<file path="src/rtl/rprio_pkg.sv">
package rprio_pkg;
   typedef enum logic {
      ROT_INDEX_MUX = 1'b0,
      ROT_DOUBLE_SHIFT = 1'b1
   } rot_style_e;
endpackage

</file>
<file path="src/rtl/rprio_rotate.sv">
module rprio_rotate #(
   parameter int unsigned N = 8,
   parameter int unsigned PW = 3,
   parameter rprio_pkg::rot_style_e STYLE = rprio_pkg::ROT_INDEX_MUX
) (
   input  logic [N-1:0]  din,
   input  logic [PW-1:0] off,
   output logic [N-1:0]  dout
);
   // dout[i] = din[(i + off) mod N]; N is a power of two, so PW-bit sums wrap.
   generate
      if (STYLE == rprio_pkg::ROT_DOUBLE_SHIFT) begin : g_shift
         logic [2*N-1:0] dbl;
         assign dbl  = {din, din} >> off;
         assign dout = dbl[N-1:0];
      end else begin : g_mux
         for (genvar i = 0; i < N; i++) begin : g_bit
            logic [PW-1:0] src;
            assign src     = PW'(i) + off;
            assign dout[i] = din[src];
         end
      end
   endgenerate
endmodule

</file>
<file path="src/rtl/rprio_first.sv">
module rprio_first #(
   parameter int unsigned N = 8,
   parameter int unsigned PW = 3
) (
   input  logic [N-1:0]  vec,
   output logic          hit,
   output logic [PW-1:0] idx
);
   always_comb begin
      hit = |vec;
      idx = '0;
      for (int i = N - 1; i >= 0; i--) begin
         if (vec[i]) idx = PW'(i);
      end
   end
endmodule

</file>
<file path="src/rtl/rot_prio_resolver.sv">
module rot_prio_resolver #(
   parameter int unsigned N = 8,
   parameter int unsigned CASCADE_PIN = 2,
   parameter rprio_pkg::rot_style_e ROT_STYLE = rprio_pkg::ROT_INDEX_MUX,
   localparam int unsigned PW = (N > 1) ? $clog2(N) : 1
) (
   input  logic [N-1:0]  req_vec,
   input  logic [N-1:0]  isr_vec,
   input  logic [N-1:0]  mask_vec,
   input  logic [PW-1:0] low_pin,
   input  logic          smm_en,
   input  logic          sfnm_en,
   output logic          grant_valid,
   output logic [PW-1:0] grant_pin,
   output logic          eoi_valid,
   output logic [PW-1:0] eoi_pin
);
   localparam logic [N-1:0] CASC_BIT = N'(1) << CASCADE_PIN;

   generate
      if (N < 2 || (N & (N - 1)) != 0) begin : g_bad_n
         $error("rot_prio_resolver: N must be a power of two, at least 2");
      end
      if (CASCADE_PIN >= N) begin : g_bad_casc
         $error("rot_prio_resolver: CASCADE_PIN out of range");
      end
   endgenerate

   logic [PW-1:0] off;
   logic [N-1:0]  elig, blk, eoi_src;
   logic [N-1:0]  elig_r, blk_r, eoi_r;
   logic          stop_hit, eoi_hit;
   logic [PW-1:0] stop_idx, eoi_idx;

   assign off  = low_pin + PW'(1);
   assign elig = req_vec & ~mask_vec;

   always_comb begin
      if (smm_en)       blk = '0;
      else if (sfnm_en) blk = isr_vec & ~CASC_BIT;
      else              blk = isr_vec;
   end

   assign eoi_src = smm_en ? (isr_vec & ~mask_vec) : isr_vec;

   rprio_rotate #(.N(N), .PW(PW), .STYLE(ROT_STYLE)) i_rot_elig (
      .din(elig), .off(off), .dout(elig_r));
   rprio_rotate #(.N(N), .PW(PW), .STYLE(ROT_STYLE)) i_rot_blk (
      .din(blk), .off(off), .dout(blk_r));
   rprio_rotate #(.N(N), .PW(PW), .STYLE(ROT_STYLE)) i_rot_eoi (
      .din(eoi_src), .off(off), .dout(eoi_r));

   // First line in rank order that is either a candidate or a blocker.
   rprio_first #(.N(N), .PW(PW)) i_first_grant (
      .vec(elig_r | blk_r), .hit(stop_hit), .idx(stop_idx));
   rprio_first #(.N(N), .PW(PW)) i_first_eoi (
      .vec(eoi_r), .hit(eoi_hit), .idx(eoi_idx));

   assign grant_valid = stop_hit & ~blk_r[stop_idx];
   assign grant_pin   = stop_idx + off;
   assign eoi_valid   = eoi_hit;
   assign eoi_pin     = eoi_idx + off;
endmodule

</file>
<file path="config.mk">
export PLATFORM = sky130hd
export DESIGN_NAME = rot_prio_resolver
export DESIGN_NICKNAME = d
export VERILOG_FILES = /design/src/rtl/rprio_pkg.sv /design/src/rtl/rprio_rotate.sv /design/src/rtl/rprio_first.sv /design/src/rtl/rot_prio_resolver.sv
export SDC_FILE = /design/constraint.sdc
export NUM_CORES = 1
export LEC_CHECK = 0
export ABC_AREA = 0
export BUFFER_PORTS_ARGS = -buffer_cell sky130_fd_sc_hd__buf_4
export CAP_MARGIN = 30
export CORE_ASPECT_RATIO = 1.1
export CORE_MARGIN = 1
export CORE_UTILIZATION = 59
export DETAILED_ROUTE_END_ITERATION = 10
export GPL_TIMING_DRIVEN = 0
export PLACE_DENSITY = 0.9
export REMOVE_ABC_BUFFERS = 1
export SLEW_MARGIN = 10
export SYNTH_ARGS = -nofsm -noshare
export SYNTH_HDL_FRONTEND = slang
export SYNTH_HIERARCHICAL = 1
export SYNTH_SLANG_ARGS = --single-unit
export TNS_END_PERCENT = 1
</file>
<file path="constraint.sdc">
create_clock -name vclk -period 11
set_clock_uncertainty 0.1 [all_clocks]
set_input_delay 0.55 -clock vclk [all_inputs]
set_output_delay 0.55 -clock vclk [all_outputs]
set_load 0.02 [all_outputs]
</file>
======== After elaboration in Yosys (flattened, before gate mapping) ========
Index checks and enable logic that the tools add are counted.
word-level totals
  register bits after elaboration ......... 0
  input port bits ......................... 29
  word-level logic and storage cells ...... 96
operators by class
  add/subtract/negate cells ............... 10
  order comparisons ....................... 9
  multiplexer cells ....................... 69
  bitwise gates (word level) .............. 6
  reductions and logical operators ........ 2
operators with widths
  kind                   count
  $bmux W1 S3            25
  $mux W3                17
  $lt A3 B4 Y1 const B   9
  $mux W1                25
  $and A8 B8 Y8          2
  $mux W8                2
  $reduce_or A8 Y1       2
  $add A3 B3 Y3 const A  4
  $not A8 Y8             1
  $or A8 B8 Y8           1
  $add A2 B3 Y3 const A  2
  $add A3 B3 Y3          2
  $add A1 B3 Y3 const A  1
  $add A3 B1 Y3 const B  1
  $and A1 B1 Y1          1
  $not A1 Y1             1

======== Depth between registers and ports, before layout ========
  word-level depth ........................ 17
  mapped depth ............................ 14

======== By module ========
Netlist, hierarchy kept.
by module, submodules not included
  module             instances  cells an instance  area each (µm²)  seq. area each (µm²)
  rprio_rotate       3          25                 361.6            0.0
  rot_prio_resolver  1          55                 435.4            0.0
  rprio_first        2          13                 81.3             0.0

======== Least setup slack after synthesis ========
Ideal clock, no wire load.
  path kind ............................... input to output
  start ................................... input port low_pin[0]
  end ..................................... output port grant_valid
  arrival ................................. 3848 ps
  setup slack ............................. 6502 ps
  stages on the path ...................... 12
  path buffers ............................ 1
  path through ............................ ha_1 > inv_1 > ha_1 > inv_1 > mux4_2 > or2_2 > nor2_1 > a21boi_0 > buf_6 > mux2i_1 > mux4_2 > and2_1
RTL lines
  what                           RTL line                 RTL
  start: declaration             rot_prio_resolver.sv:10  input logic [PW-1:0] low_pin,
  $add A3 B1 Y3                  rot_prio_resolver.sv:35  assign off = low_pin + PW'(1);
  $add A1 B3 Y3                  rprio_rotate.sv:19       assign src = PW'(i) + off;
  $bmux W1 S3                    rprio_rotate.sv:20       assign dout[i] = din[src];
  $mux W1 (not written as such)  rprio_rotate.sv:20
  via blk_r[1]                   rot_prio_resolver.sv:31  logic [N-1:0] elig_r, blk_r, eoi_r;
  $or A8 B8 Y8                   rot_prio_resolver.sv:55  .vec(elig_r | blk_r), .hit(stop_hit), .idx(stop_idx));
  $mux W3 (2 in series)          rprio_first.sv:13        if (vec[i]) idx = PW'(i);
  via stop_idx[1]                rot_prio_resolver.sv:33  logic [PW-1:0] stop_idx, eoi_idx;
  $bmux W1 S3                    rot_prio_resolver.sv:59  assign grant_valid = stop_hit & ~blk_r[stop_idx];
  $mux W1 (not written as such)  rot_prio_resolver.sv:59
  $not A1 Y1                     rot_prio_resolver.sv:59
  $and A1 B1 Y1                  rot_prio_resolver.sv:59
  end: declaration               rot_prio_resolver.sv:13  output logic grant_valid,
The timed path passes the listed nets, and every way through them passes these cells. The select of a mux whose other input is x is not followed.

======== Worst setup path in the final report ========
  start ................................... input port low_pin[0]
  end ..................................... output port grant_valid
RTL lines
  what                           RTL line                 RTL
  $add A3 B1 Y3                  rot_prio_resolver.sv:35
  via off[2]                     rot_prio_resolver.sv:29  logic [PW-1:0] off;
  $add A3 B3 Y3                  rprio_rotate.sv:19
  $bmux W1 S3                    rprio_rotate.sv:20
  $mux W1 (not written as such)  rprio_rotate.sv:20
  via blk_r[4]                   rot_prio_resolver.sv:31
  $or A8 B8 Y8                   rot_prio_resolver.sv:55
  $mux W3 (5 in series)          rprio_first.sv:13
  via stop_idx[1]                rot_prio_resolver.sv:33
  $bmux W1 S3                    rot_prio_resolver.sv:59
  $mux W1 (not written as such)  rot_prio_resolver.sv:59
  $not A1 Y1                     rot_prio_resolver.sv:59
  $and A1 B1 Y1                  rot_prio_resolver.sv:59
The timed path passes the listed nets, and every way through them passes these cells. The select of a mux whose other input is x is not followed.

==> results_dict.tcl <==
set metrics [dict create \
    grt_pass1_wl_um 6690 \
    drtIter0Drc 36 \
    slew_violations 0 \
    grt_setup_unrepaired "no" \
    cap_viol_max_count 0 \
    fmax_mhz 190 \
    drc_errors 0 \
    power.density_mw_per_mm2 99.7 \
    ctsResizeCount 0 \
    die-area_mm2 0.00307 \
    peakVddDrop_mv 0.0766 \
    grt_use_met3 0.0105 \
    grtUsageTotal 0.285 \
    synthToLayoutAreaGrowth_pct 15.5 \
    synth-seq-area-share 0 \
    synth_warnings 6 \
    status "complete, no violations" \
    synth_area_mm2 0.00168 \
    grt_max_degree 33 \
    synthTopCellsByCount "25 x mux4_2, 17 x nor2b_1, 16 x inv_1, 12 x mux2_2, 12 x mux2_4" \
    use_met1 0.333 \
    use_met2 0.561 \
    syn_area_per_cell_um2 10.8 \
    period_needed_ns 5.27 \
    synthCells 156 \
    placed_cells 217 \
    fin_cells 218 \
    dr.pass1.iters 4 \
    final.setup.tns_ns 0 \
    drive_gt1_frac 0.535 \
    finalSetupViolCount 0 \
    wl_per_cell_um 17.3 \
    min_path_type "input pin to primary output" \
    synth_top_area_cell "mux4_2" \
    grt_overflow_total 0 \
    finalCritPeriodShare 0.479 \
    grt_busiest_layer "met2" \
    clockBufferCount 0 \
    post-synth-top-count-cell "mux4_2" \
    post_cts_buffers 0 \
    finalHoldViolations 0 \
    slew-limit-headroom 0.488 \
    grt_pass1_vias 1548 \
    postCtsHoldBufs 0 \
    crit_required_ns 10.35 \
    ios 37 \
    port_buffers 37 \
    wirelength_um 3780 \
    coreArea_mm2 0.00259 \
    critical_path_class "input pin to primary output" \
    drtAntennaViolNets 0 \
    worstMarginPinSlew_ns 0.767 \
    cp.arrival_ns 4.62 \
    antenna_found_initial 0 \
    fp-row-count 19 \
    die_y_um 58.0 \
    die_w_um 52.9 \
    synthDistinctLibCells 24 \
    cp-start-kind "input pin" \
    end_kind "primary output" \
    via_per_inst 6.50 \
    power.leakage_nw 0.868 \
    nets 229 \
    fill_cells 166 \
    antenna_cells 0 \
    setup_ws_ns 5.73 \
    via_count 1418 \
    initial_core_util 0.649 \
    n_sequential_cell 0 \
    dpl_cell_area_mm2 0.00194 \
    final-seq-area_um2 0 \
    synth_top_cell_area_share 0.335 \
    gp_congestion 0.849 \
    pre_cts_ws_ns 5.50 \
    final_cell_area_mm2 0.00194 \
    hpwl_um 3240 \
    netlist_top_cells_area "mux4_2 33%, mux2_4 11%, mux2_2 8.0%" \
    critPathMaxFanout 12 \
]
## cell usage in the layout (no fill, tap or decap), drive strengths merged, types with 3 or more instances in the layout
master  Yosys  final
nor2        6      6
mux4       25     25
xnor2       3      3
mux2i       4      4
or2         8      8
buf         7     38
a21boi     10     10
inv        16     16
ha          9      9
mux2       24     24
xor2        8      8
nor2b      17     17
## logic make-up after synthesis
logic type,after synthesis,share of synthesized area
adder cells (fa/ha/maj),11,0.0907
AO/OA/AOI/OAI,18,0.0758
buffers and inverters,24,0.0848
XOR/XNOR,11,0.0573
AND/OR/NAND/NOR,39,0.146
multiplexers,53,0.546
## worst paths after layout
path	start	to	slack, ns	cells past startpoint
worst max-delay path	low_pin[0]	grant_valid	5.73	15
worst min-delay path	low_pin[2]	grant_pin[2]	1.61	4
## critical path, cell delays in order
cell	delay, ns
buf_4	0.12
ha_1	0.22
xor2_2	0.59
buf_8	0.25
mux4_2	0.53
mux2_2	0.29
or2_2	0.32
nor2_1	0.10
o21ai_0	0.08
a21boi_0	0.42
clkbuf_2	0.26
mux2i_1	0.11
mux4_2	0.47
and2_1	0.16
buf_4	0.15
## metrics by stage
stage / hold WS [ns] / power [mW] / util
2_1_floorplan: 1.62 / 0.140 / -
3_3_place_gp: 1.84 / 0.181 / 0.740
3_5_place_dp: 1.61 / 0.193 / 0.748
4_1_cts: 1.61 / 0.193 / 0.748
5_1_grt: 1.65 / 0.211 / 0.750
6_report: 1.61 / 0.194 / 0.750
## power breakdown
part           total, mW  switching [mW]  internal (mW)
combinational      0.194          0.0957         0.0982
sequential             0               0              0
clock                  0               0              0
total              0.194          0.0957         0.0982
## final cells by class
type | count | area (um2) | share of cell area
inverters | 16 | 60.1 | 0.0309
well taps | 31 | 38.8 | 0.0199
multi-input cells | 132 | 1550 | 0.796
repair buffers | 39 | 298 | 0.153
## metal layers
layer / up-vias / wire (um)
met1: 711 / 1370
met5: - / 0
met3: 8 / 163
met2: 50 / 2180
li1: 649 / -
met4: 0 / 65
No activity file was read; power rests on OpenSTA's default activity.
